===== src/rtl/fot_pkg.sv =====
package fot_pkg;
  typedef enum logic {PH_ON = 1'b0, PH_OFF = 1'b1} phase_e;
  localparam int UNIT_SH = 3;  // durations count in units of 8 ticks
endpackage


===== src/rtl/fot_off_timer.sv =====
module fot_off_timer #(
  parameter int TOFF_W  = 5,
  parameter int TFD_W   = 4,
  parameter int UNIT_SH = fot_pkg::UNIT_SH
) (
  input  logic              clk,
  input  logic              rst_n,
  input  logic              clr,
  input  logic              adv,
  input  logic [TOFF_W-1:0] toff_code,
  input  logic [TFD_W-1:0]  tfd_code,
  output logic              done,
  output logic              fast_win
);
  localparam int MAX_W = (TOFF_W > TFD_W) ? TOFF_W : TFD_W;
  localparam int LEN_W = MAX_W + UNIT_SH + 1;

  logic [LEN_W-1:0] cnt_q, cnt_d;
  logic [LEN_W-1:0] off_len, fast_len;

  always_comb begin
    off_len  = ((LEN_W'(toff_code) + LEN_W'(1)) << UNIT_SH) - LEN_W'(1);
    fast_len =  (LEN_W'(tfd_code)  + LEN_W'(1)) << UNIT_SH;
    done     = (cnt_q + LEN_W'(1)) >= off_len;
    fast_win = cnt_q < fast_len;
  end

  always_comb begin
    cnt_d = cnt_q;
    if (clr)      cnt_d = '0;
    else if (adv) cnt_d = cnt_q + LEN_W'(1);
  end

  always_ff @(posedge clk or negedge rst_n) begin
    if (!rst_n) cnt_q <= '0;
    else        cnt_q <= cnt_d;
  end
endmodule


===== src/rtl/fot_decay_sel.sv =====
module fot_decay_sel (
  input  logic ext_mode,
  input  logic ext_en,
  input  logic ext_fast,
  input  logic mix_sel,
  input  logic off_phase,
  input  logic fast_win,
  output logic src_en,
  output logic fast_dec,
  output logic slow_dec
);
  always_comb begin
    src_en   = 1'b1;
    fast_dec = 1'b0;
    slow_dec = 1'b0;
    if (ext_mode) begin
      src_en = ext_en;
      if (!ext_en) begin
        fast_dec = ext_fast;
        slow_dec = !ext_fast;
      end
    end else if (off_phase) begin
      src_en   = 1'b0;
      fast_dec = mix_sel && fast_win;
      slow_dec = !(mix_sel && fast_win);
    end
  end
endmodule


===== src/rtl/fot_chopper.sv =====
module fot_chopper #(
  parameter int TOFF_W = 5,
  parameter int TFD_W  = 4
) (
  input  logic              clk,
  input  logic              rst_n,
  input  logic              osc_tick,
  input  logic              trip,
  input  logic              ext_mode,
  input  logic              ext_en,
  input  logic              ext_fast,
  input  logic              mix_sel,
  input  logic [TOFF_W-1:0] toff_code,
  input  logic [TFD_W-1:0]  tfd_code,
  output logic              src_en,
  output logic              fast_dec,
  output logic              slow_dec
);
  import fot_pkg::*;

  phase_e phase_q, phase_d;
  logic   blank_q, blank_d;
  logic   tmr_done, fast_win;
  logic   tmr_clr, tmr_adv;

  assign tmr_clr = (phase_q != PH_OFF);
  assign tmr_adv = osc_tick && (phase_q == PH_OFF);

  fot_off_timer #(.TOFF_W(TOFF_W), .TFD_W(TFD_W)) u_tmr (
    .clk      (clk),
    .rst_n    (rst_n),
    .clr      (tmr_clr),
    .adv      (tmr_adv),
    .toff_code(toff_code),
    .tfd_code (tfd_code),
    .done     (tmr_done),
    .fast_win (fast_win)
  );

  // next-state
  always_comb begin
    phase_d = phase_q;
    blank_d = blank_q;
    if (ext_mode) begin
      phase_d = PH_ON;
      blank_d = 1'b0;
    end else if (osc_tick) begin
      unique case (phase_q)
        PH_ON: begin
          if (blank_q)   blank_d = 1'b0;
          else if (trip) phase_d = PH_OFF;
        end
        PH_OFF: begin
          if (tmr_done) begin
            phase_d = PH_ON;
            blank_d = 1'b1;
          end
        end
        default: phase_d = PH_ON;
      endcase
    end
  end

  // state registers
  always_ff @(posedge clk or negedge rst_n) begin
    if (!rst_n) begin
      phase_q <= PH_ON;
      blank_q <= 1'b0;
    end else begin
      phase_q <= phase_d;
      blank_q <= blank_d;
    end
  end

  fot_decay_sel u_sel (
    .ext_mode (ext_mode),
    .ext_en   (ext_en),
    .ext_fast (ext_fast),
    .mix_sel  (mix_sel),
    .off_phase(phase_q == PH_OFF),
    .fast_win (fast_win),
    .src_en   (src_en),
    .fast_dec (fast_dec),
    .slow_dec (slow_dec)
  );
endmodule


===== config.mk =====
export PLATFORM = sky130hd
export DESIGN_NAME = fot_chopper
export DESIGN_NICKNAME = d
export VERILOG_FILES = /design/src/rtl/fot_pkg.sv /design/src/rtl/fot_off_timer.sv /design/src/rtl/fot_decay_sel.sv /design/src/rtl/fot_chopper.sv
export SDC_FILE = /design/constraint.sdc
export NUM_CORES = 1
export LEC_CHECK = 0
export BUFFER_PORTS_ARGS = -buffer_cell sky130_fd_sc_hd__buf_2
export CAP_MARGIN = 20
export CORE_MARGIN = 2
export CORE_UTILIZATION = 52
export CTS_BUF_LIST = sky130_fd_sc_hd__clkbuf_8
export DETAILED_ROUTE_END_ITERATION = 10
export PLACE_DENSITY = 0.78
export SETUP_SLACK_MARGIN = 0.15
export SYNTH_ARGS = -nofsm -noshare
export SYNTH_HDL_FRONTEND = slang
export SYNTH_HIERARCHICAL = 1
export SYNTH_SLANG_ARGS = --single-unit

===== constraint.sdc =====
create_clock -name clk -period 2.4 [get_ports clk]
set_clock_uncertainty 0.15 [all_clocks]
set_input_delay 0.48 -clock clk [delete_from_list [all_inputs] [get_ports clk]]
set_output_delay 0.48 -clock clk [all_outputs]
set_load 0.05 [all_outputs]

# Word-level counts from Yosys, hierarchy flattened

Index checks and enable logic that the tools add are counted.

Bits of input ports: 17
Word-level logic and storage cells: 38
Output and inout port bits: 3
Flip-flop bits (word level): 11

Bitwise gates (word level): 1
Reductions and logical operators: 6
Multiplexer cells: 20
Equal/unequal tests: 2
Add/subtract/negate cells: 4
Order comparisons: 2

Operators with widths:

| operator              | number |
|---|---|
| $mux W9               | 2 |
| $mux W1               | 16 |
| $add A9 B1 Y9 const B | 1 |
| $ge A9 B9 Y1          | 1 |
| $lt A9 B9 Y1          | 1 |
| $sub A9 B1 Y9 const B | 1 |
| $add A5 B1 Y6 const B | 1 |
| $add A4 B1 Y5 const B | 1 |
| $pmux W1 S2           | 2 |
| $ne A3 B2 Y1 const B  | 1 |
| $logic_and A1 B1 Y1   | 2 |
| $logic_not A1 Y1      | 2 |
| $ne A2 B1 Y1 const B  | 1 |
| $reduce_and A2 Y1     | 1 |
| $reduce_bool A2 Y1    | 1 |
| $not A1 Y1            | 1 |

# Longest topological paths before layout

Gate-level depths: netlist of the first run.

Depth after elaboration: 7
Gate-level depth with buffers: 11
Depth with buffers taken out: 11

# Modules after synthesis

Netlist of the first run, hierarchy kept.

By module, submodules not included:

| module        | instances | area an instance (um2) | cells an instance |
|---|---|---|---|
| fot_off_timer | 1         | 940.9                  | 108 |
| fot_chopper   | 1         | 100.1                  | 9 |
| fot_decay_sel | 1         | 46.3                   | 9 |

# Worst setup path after synthesis of the first run

Ideal clock, no wire load.

Path kind: input port to output port
Start: input port tfd_code[0]
End: output port fast_dec
Slack: -0.789 ns
Path buffers: 0
Data arrival time: 2.559 ns
Required time: 1.770 ns
Cell stages on the path: 8
Path through: ha_1 > xnor2_1 > ha_1 > o211ai_1 > a21oi_1 > a2111oi_0 > nand3_1 > o22ai_1

Longest elaborated chain between the ends: 5

RTL lines:

| element             | line                | source |
|---|---|---|
| start: declaration  | fot_chopper.sv:14   | `input logic [TFD_W-1:0] tfd_code,` |
| $add A4 B1 Y5       | fot_off_timer.sv:23 | `fast_len = (LEN_W'(tfd_code) + LEN_W'(1)) << UNIT_SH;` |
| $lt A9 B9 Y1        | fot_off_timer.sv:25 | `fast_win = cnt_q < fast_len;` |
| net fast_win        | fot_chopper.sv:23   | `logic tmr_done, fast_win;` |
| $logic_and A1 B1 Y1 | fot_decay_sel.sv:24 | `fast_dec = mix_sel && fast_win;` |
| $mux W1             | fot_decay_sel.sv:22 | `end else if (off_phase) begin` |
| $mux W1             | fot_decay_sel.sv:16 | `if (ext_mode) begin` |
| end: declaration    | fot_chopper.sv:16   | `output logic fast_dec,` |

The timed path passes the listed nets, and every way through them passes these cells.

# Worst setup path after layout of the first run

Start: input port tfd_code[1]
End: output port slow_dec

Longest elaborated chain between the ends: 6

RTL lines:

| element             | line                | source |
|---|---|---|
| $add A4 B1 Y5       | fot_off_timer.sv:23 |  |
| $lt A9 B9 Y1        | fot_off_timer.sv:25 |  |
| net fast_win        | fot_chopper.sv:23   |  |
| $logic_and A1 B1 Y1 | fot_decay_sel.sv:25 | `slow_dec = !(mix_sel && fast_win);` |
| $logic_not A1 Y1    | fot_decay_sel.sv:25 |  |
| $mux W1             | fot_decay_sel.sv:22 |  |
| $mux W1             | fot_decay_sel.sv:16 |  |
| end: declaration    | fot_chopper.sv:17   | `output logic slow_dec` |

The timed path passes the listed nets, and every way through them passes these cells.

==> impl_metrics.ini, run 1 <==
[clock_tree]
clk_pin_slew_ns = 0.05
clock-sinks = 11
numCtsBuffers = 3
clock_path_buffers = 2
cts_tree = yes
clk_latency_ns = 0.24
htreeDepth = 1
root_buffer = clkbuf_8

[detailed_routing]
drt_wl_total_um = 3040
num_vias = 1107
drcViolationCount = 0
drt_first_pass_iters = 4
wire_per_inst_um = 15.7
routed_via_density = 5.71
drtAntennaViolNets = 0
drt-initial-drc-count = 35

[timing]
rsz0062_at_grt = true
report.final.slew_viol_count = 0
finalCritPeriodShare = 1.20
finalSetupTns_ns = -1.13
max_slew_margin = 0.779
setup_slack_ns = -0.491
finalHoldViolCount = 0
fmaxAchievable_ghz = 0.346
worstMarginPinSlew_ns = 0.331
setup_viol = 4
fin_crit_ns = 2.89

[place]
place.gp.congestion = 0.791
io_buffers = 19
dpl_worst_slack_ns = -0.600
dp.final_hpwl_um = 2130

[min_path]
hold_class = primary input to flop
min_from = osc_tick

[floorplanning]
ios = 20
die_area_um2 = 2470
rows = 16
die_h_um = 49.7
initial_utilization = 0.554
core_area_um2 = 1960
die_w_um = 49.7

[power]
power_frac_seq = 0.348
clkPwrFrac = 0.354
p_comb_frac = 0.298
p_sw_frac = 0.299
power.switching_uw = 163
power.total_uw = 545
p_leak_nw = 0.715
p_int_uw = 382
vdd.ir_drop.worst_mv = 0.334
p_per_area_nw_per_um2 = 344

[cells_and_area]
diodes = 0
area_growth_syn_to_layout_pct = 45.9
num-nets-final = 200
drive_above_1_share = 0.383
postLayoutCoreUtil = 0.809

[synthesis]
syn-num-nets = 158
synth-edff-count = 0
avgSynthCellArea_um2 = 8.63
synth_top_area_frac = 0.253
synth_most_common_cell = ha_1
synth_common_cells = ha_1, nor2_1, dfrtp_1, xnor2_1, xor2_1
yosys_most_used_dff = dfrtp_1
synth_cells = 126
synth_seq_cells = 11
synth_top_area_cell = dfrtp_1
synth_area_um2 = 1090
async_flop_share = 1.00
yosysWarnings = 6
netlist_top_cells_area = dfrtp_1, ha_1, xnor2_1
synth_cell_types = 33
synth_seq_area_share = 0.253

[setup_path]
critical_path_class = primary input to output pin
start_kind = primary input
crit_chain = buf_8 -> ha_4 -> xnor2_2 -> ha_1 -> o211ai_1 -> a21oi_2 -> a2111oi_4 -> nand2_1 -> a22o_4 -> buf_8
worstPathArrival_ns = 2.26
slowest_delay_ns = 0.28
crit_path_max_fanout = 2
endpoint_kind = output pin
crit_top_cell = buf_8
critPathLaunch = tfd_code[1]
critical_path_required_ns = 1.77
timing.rr.start = u_tmr/cnt_q[0]$_DFFE_PN0P_
critPathSlowestCell = ha_1

[global_routing]
grt.overflow.total = 0
grt_pass1_wl_um = 5190
grt_pass1_vias = 1148
antenna_found_initial = 0
grt_max_degree = 12
grt_usage = 0.280

[outcome]
outcome = finished, violations left
violations = negative setup slack

[run]
cap_violations = 0
## through the flow
step	area (um^2)	cells	hold slack (ns)
after detailed placement	1400	186	0.227
after global routing	1590	194	0.342
after global placement	1400	186	0.214
after CTS	1560	194	0.318
after floorplan	1160	126	0.0344
final	1590	194	0.335
## flip-flops by register name, indices dropped and copies added, names as in the netlist
name	flops
phase_q	1
u_tmr/cnt_q	9
blank_q	1
## critical path, delay by kind of cell
kind	cells	cell delay, ns
adder cells (fa/ha/maj)	2	0.44
AND/OR/NAND/NOR	1	0.13
XOR/XNOR	1	0.13
AO/OA/AOI/OAI	4	0.83
buffers and inverters	2	0.25
## power by group through the flow
| stage | combinational [mW] | sequential (mW) | clock [mW] |
|---|---|---|---|
| after floorplan | 0.0772 | 0.192 | 0 |
| after global placement | 0.127 | 0.193 | 0 |
| after detailed placement | 0.134 | 0.193 | 0 |
| after CTS | 0.157 | 0.190 | 0.200 |
| after global routing | 0.176 | 0.190 | 0.210 |
| final | 0.162 | 0.190 | 0.193 |
## cell type report
cell class | count | area (um^2)
Clock inverter | 1 | 5.00
Sequential cell | 11 | 275
Multi-Input combinational cell | 107 | 901
Clock buffer | 3 | 41.3
Fill cell | 135 | 375
Inverter | 5 | 18.8
Tap cell | 27 | 33.8
Timing Repair Buffer | 40 | 312
## final timing paths
check / to / slack [ns] / depth (start not counted)
setup / recovery: slow_dec / -0.49 / 10
hold / removal: blank_q$_DFFE_PN0P_ / 0.34 / 2
setup reg to reg: phase_q$_DFFE_PN0P_ / -0.05 / 11
hold reg to reg: blank_q$_DFFE_PN0P_ / 0.41 / 2
max in group asynchronous: phase_q$_DFFE_PN0P_ / 1.34 / 2
min in group asynchronous: u_tmr/cnt_q[8]$_DFFE_PN0P_ / 0.54 / 2
## metal layers
layer	up-vias	wire [um]	part of all wire	track usage
met5	-	0	0	0
met1	534	1210	0.40	0.320
met3	8	122	0.040	0.0242
li1	529	-	-	-
met2	36	1660	0.55	0.533
met4	0	50	0.016	0.0972
## timing repair
| item | in CTS | in global routing |
|---|---|---|
| pin swaps | 11 | 3 |
| buffers inserted | 3 | 0 |
| setup endpoints to repair | 4 | 4 |
| endpoints found under the hold margin | 11 | 0 |
| gates resized for setup | 20 | 6 |
| hold buffers | 1 | 0 |
## layout by cell type, fill, tap and decap left out, drive strengths merged, types with 4 or more instances in the layout
master and count:
buf 39, ha 15, nor2 13, dfrtp 11, xnor2 11, nand2 10, xor2 10, nand3 9
a21oi 9, inv 5, o21ai 4
## cell families after synthesis
kind of cell | Yosys count | share of synthesized area
buffers and inverters | 8 | 0.0357
AND/OR/NAND/NOR | 47 | 0.228
flip-flops | 11 | 0.253
adder cells (fa/ha/maj) | 15 | 0.173
XOR/XNOR | 21 | 0.169
AO/OA/AOI/OAI | 24 | 0.142
(Power assumes the default switching activity.)
==> inputs of run 2 (changes only) <==
CTS_BUF_LIST = sky130_fd_sc_hd__clkbuf_4 sky130_fd_sc_hd__clkbuf_8   (was sky130_fd_sc_hd__clkbuf_8)
==> run 2 against run 1 <==
The run still ends with negative setup slack left. Hold slack lost 0.041 ns. Via count fell by 3.0%. Critical endpoint unchanged. Non-clock buffer count unchanged. Sequential power is essentially flat. Global-route usage fell by 1.9 points. Core utilization fell by 1.5 points. First-iteration DRC count decreased by 63%. Critical path type unchanged. Final cell count stayed put.
==> impl_metrics.ini, run 2 (same netlist as run 1, synthesis figures left out) <==
[outcome]
outcome = finished, violations left
violations = negative setup slack

[place]
io_buffers = 19
dp.final_hpwl_um = 2130
place.gp.congestion = 0.791
dpl-instance-area_um2 = 1400
dpl_worst_slack_ns = -0.600

[setup_path]
crit_chain = buf_8 -> ha_4 -> xnor2_2 -> ha_1 -> o211ai_1 -> a21oi_2 -> a2111oi_4 -> nand2_1 -> a22o_4 -> buf_8
critPathSlowestCell = ha_1
critical_path_required_ns = 1.77
worst-r2r-cell-count = 10
worstPathArrival_ns = 2.26
crit_top_cell = buf_8
timing.rr.start = u_tmr/cnt_q[2]$_DFFE_PN0P_
r2r_end = phase_q$_DFFE_PN0P_
critical_path_class = primary input to output pin
rrSetupSlack_ns = 0.03
slowest_delay_ns = 0.28
crit_path_max_fanout = 2
endpoint_kind = output pin
start_kind = primary input

[cells_and_area]
postLayoutCoreUtil = 0.793
top_regs = u_tmr/cnt_q x9, blank_q x1, phase_q x1
largest_reg_flops = 9
largest_register = u_tmr/cnt_q
drive_above_1_share = 0.371
mostFrequentLayoutCell = buf_4
num-nets-final = 200
diodes = 0
final_area_um2 = 1560
area_growth_syn_to_layout_pct = 43.2
final_cell_mix = buf_4, buf_2, nor2_1, ha_1, dfrtp_1

[detailed_routing]
drt_wl_total_um = 2790
drt-initial-drc-count = 13
wire_per_inst_um = 14.4
drtAntennaViolNets = 0
drt_first_pass_iters = 4
num_vias = 1074
drcViolationCount = 0
routed_via_density = 5.54

[power]
vdd.ir_drop.worst_mv = 0.307
p_per_area_nw_per_um2 = 311
power.total_uw = 483
p_leak_nw = 0.706

[global_routing]
grt_pass1_wl_um = 4900
grt_pass1_vias = 1081
antenna_found_initial = 0
grt_max_degree = 12
grt.overflow.total = 0
grt_usage = 0.261

[min_path]
hold_class = primary input to flop
min_from = osc_tick
min_path_cells = 2
holdPathEnd = blank_q$_DFFE_PN0P_

[clock_tree]
root_buffer = clkbuf_4
clk_latency_ns = 0.28
numCtsBuffers = 3
cts_tree = yes
htreeDepth = 1
clock_path_buffers = 2
clk_pin_slew_ns = 0.08
clock-sinks = 11

[timing]
finalCritPeriodShare = 1.20
rsz0062_at_grt = true
max_slew_margin = 0.776
setup_slack_ns = -0.489
report.final.slew_viol_count = 0
fin_crit_ns = 2.89
setup_viol = 3
worstMarginPinSlew_ns = 0.335
fmaxAchievable_ghz = 0.346
finalHoldViolCount = 0

[run]
cap_violations = 0

[floorplanning]
initial_utilization = 0.554
ios = 20
die_h_um = 49.7
rows = 16
die_area_um2 = 2470
core_area_um2 = 1960
die_w_um = 49.7
-- run 2: cell counts in the layout (fill, tap and decap cells not counted) --
Identical to the previous run, type by type.
-- run 2: through the flow --
step	instances	hold WS, ns	setup TNS (ns)
5_1_grt	194	0.290	-1.38
6_report	194	0.294	-0.994
4_1_cts	193	0.274	-1.05
2_1_floorplan	126	0.0344	-0.525
3_5_place_dp	186	0.227	-1.89
3_3_place_gp	186	0.214	-1.66
-- run 2: worst max path at each step --
stage	from	depth (start not counted)	to
6_report	tfd_code[1]	10	slow_dec
5_1_grt	tfd_code[1]	10	slow_dec
4_1_cts	tfd_code[1]	10	slow_dec
3_5_place_dp	tfd_code[0]	10	fast_dec
3_3_place_gp	tfd_code[0]	10	fast_dec
2_1_floorplan	tfd_code[0]	8	fast_dec
-- run 2: repair_timing --
action,CTS,global route
hold buffers,1,0
buffers inserted,2,1
pin swaps,12,3
endpoints found under the setup margin,4,4
endpoints found under the hold margin,11,0
resized for setup,20,4
cloned,0,0
-- run 2: layer usage --
| metal | global-route usage | vias up | routed length, um |
|---|---|---|---|
| met1 | 0.319 | 520 | 1220 |
| met3 | 0.0273 | 5 | 48 |
| met4 | 0.0694 | 0 | 26 |
| li1 | - | 528 | - |
| met5 | 0 | - | 0 |
| met2 | 0.480 | 21 | 1490 |
-- run 2: final cells by class --
type,count,area (um^2)
multi-input combinational,107,890
fill,142,405
timing repair buffer,40,312
sequential,11,275
tap,27,33.8
clock buffer,3,22.5
inverter,5,18.8
clock inverter,1,5.00
-- run 2: where the power goes --
group          internal, mW  switching (mW)  total [mW]
Clock                0.0618          0.0747       0.137
Sequential            0.187         0.00234       0.189
Combinational        0.0788          0.0790       0.158
-- run 2: critical path: cells and delay by family --
| kind | cells | cell delay [ns] |
|---|---|---|
| simple gates | 1 | 0.12 |
| xor+xnor | 1 | 0.13 |
| buf+inv | 2 | 0.25 |
| fa+ha+maj | 2 | 0.44 |
| compound gates | 4 | 0.83 |
==> inputs of run 3 (changes only) <==
MAX_ROUTING_LAYER = met4   (was not set)
==> run 3 against run 2 <==
The run still ends with negative setup slack left. Wire length decreased by 0.43%. Core utilization unchanged. Global-route usage increased by 0.79 points. Final cell count unchanged. Critical path type unchanged.
==> impl_metrics.ini, run 3 (same netlist as run 1, synthesis figures left out) <==
[floorplanning]
rows = 16
core_area_um2 = 1960
die_area_um2 = 2470
die_w_um = 49.7
ios = 20
initial_utilization = 0.554
die_h_um = 49.7

[detailed_routing]
drt_wl_total_um = 2770
drt_first_pass_iters = 4
routed-wl-met3_um = 41
num_vias = 1059
drcViolationCount = 0
top_layer = met4
routed_via_density = 5.46
drtAntennaViolNets = 0
wire_per_inst_um = 14.3
drt-initial-drc-count = 13
wl_met2_um = 1500
wl_met1_um = 1220

[setup_path]
worst-r2r-cell-count = 10
start_kind = primary input
critical_path_class = primary input to output pin
crit_path_max_fanout = 2
rrSetupSlack_ns = 0.03
worstPathArrival_ns = 2.26
critical_path_required_ns = 1.77
timing.rr.start = u_tmr/cnt_q[2]$_DFFE_PN0P_
endpoint_kind = output pin
r2r_end = phase_q$_DFFE_PN0P_

[timing]
setup_viol = 3
rsz0062_at_grt = true
fmaxAchievable_ghz = 0.346
max_slew_margin = 0.777
setup_slack_ns = -0.492
fin_crit_ns = 2.89
finalHoldViolCount = 0
worstMarginPinSlew_ns = 0.335
report.final.slew_viol_count = 0
finalCritPeriodShare = 1.20
timing.hold.ws_ns = 0.296

[global_routing]
grt_pass1_vias = 1079
grt_usage = 0.269
grt.overflow.total = 0
antenna_found_initial = 0
grt_max_degree = 12
grt_pass1_wl_um = 4920

[power]
p_sw_frac = 0.317
p_per_area_nw_per_um2 = 308
vdd.ir_drop.worst_mv = 0.306
power.switching_uw = 152
power_frac_seq = 0.395
p_comb_frac = 0.328
p_leak_nw = 0.706
power.total_uw = 479
p_int_uw = 327
clkPwrFrac = 0.277

[min_path]
holdPathEnd = blank_q$_DFFE_PN0P_
min_path_cells = 2
hold_class = primary input to flop
min_from = osc_tick

[place]
dpl-instance-area_um2 = 1400
place.gp.congestion = 0.803
io_buffers = 19
dp.final_hpwl_um = 2130
dpl_worst_slack_ns = -0.600

[clock_tree]
htreeDepth = 1
cts_tree = yes
clk_pin_slew_ns = 0.08
clock_path_buffers = 2
clock-sinks = 11
root_buffer = clkbuf_4
clk_latency_ns = 0.27
numCtsBuffers = 3

[cells_and_area]
mostFrequentLayoutCell = buf_4
drive_above_1_share = 0.371
final_cell_mix = buf_4, buf_2, nor2_1, ha_1, dfrtp_1
final_area_um2 = 1560
top_regs = u_tmr/cnt_q x9, blank_q x1, phase_q x1
num-nets-final = 200
postLayoutCoreUtil = 0.793
diodes = 0
largest_reg_flops = 9
area_growth_syn_to_layout_pct = 43.2
largest_register = u_tmr/cnt_q

[outcome]
outcome = finished, violations left
violations = negative setup slack

[run]
cap_violations = 0
==> run 3: cell counts in the layout (fill, tap and decap cells not counted) <==
No cell type changed its count.
==> run 3: layout make-up <==
cell class              instances  area (um^2)
repair buffers                 40          312
clock buffers                   3         22.5
fillers                       142          405
inverters                       5         18.8
multi-input cells             107          890
flip-flops and latches         11          275
well taps                      27         33.8
clock inverters                 1         5.00
==> run 3: power by group through the flow <==
stage          clock (mW)  sequential [mW]  combinational, mW
3_3_place_gp            0            0.193              0.127
6_report            0.133            0.189              0.157
3_5_place_dp            0            0.193              0.134
4_1_cts             0.141            0.189              0.154
5_1_grt             0.153            0.190              0.172
2_1_floorplan           0            0.192             0.0772
==> run 3: layer usage <==
layer | global-route usage | vias to the layer above
met5 | - | -
li1 | - | 529
met4 | 0.0694 | 0
met3 | 0.0273 | 2
met2 | 0.480 | 10
met1 | 0.321 | 518
==> run 3: critical path, stage by stage <==
cell	delay, ns
buf_8	0.10
ha_4	0.16
xnor2_2	0.13
ha_1	0.28
o211ai_1	0.21
a21oi_2	0.08
a2111oi_4	0.27
nand2_1	0.12
a22o_4	0.27
buf_8	0.15
==> run 3: worst max-delay path by stage <==
stage	from	endpoint	slack [ns]
5_1_grt	tfd_code[1]	slow_dec	-0.56
4_1_cts	tfd_code[1]	slow_dec	-0.52
2_1_floorplan	tfd_code[0]	fast_dec	-0.24
3_3_place_gp	tfd_code[0]	fast_dec	-0.51
6_report	tfd_code[1]	slow_dec	-0.49
3_5_place_dp	tfd_code[0]	fast_dec	-0.60
==> run 3: what timing repair did <==
action	in CTS	in global routing
endpoints found under the hold margin	11	0
hold buffers	1	0
endpoints found under the setup margin	4	4
pin swaps	12	3
resized for setup	20	4
buffers inserted	2	1
==> run 3: through the flow <==
step | TNS [ns] | cells
CTS | -1.05 | 193
global placement | -1.66 | 186
floorplan | -0.525 | 126
finish | -1.00 | 194
detailed placement | -1.89 | 186
global route | -1.38 | 194
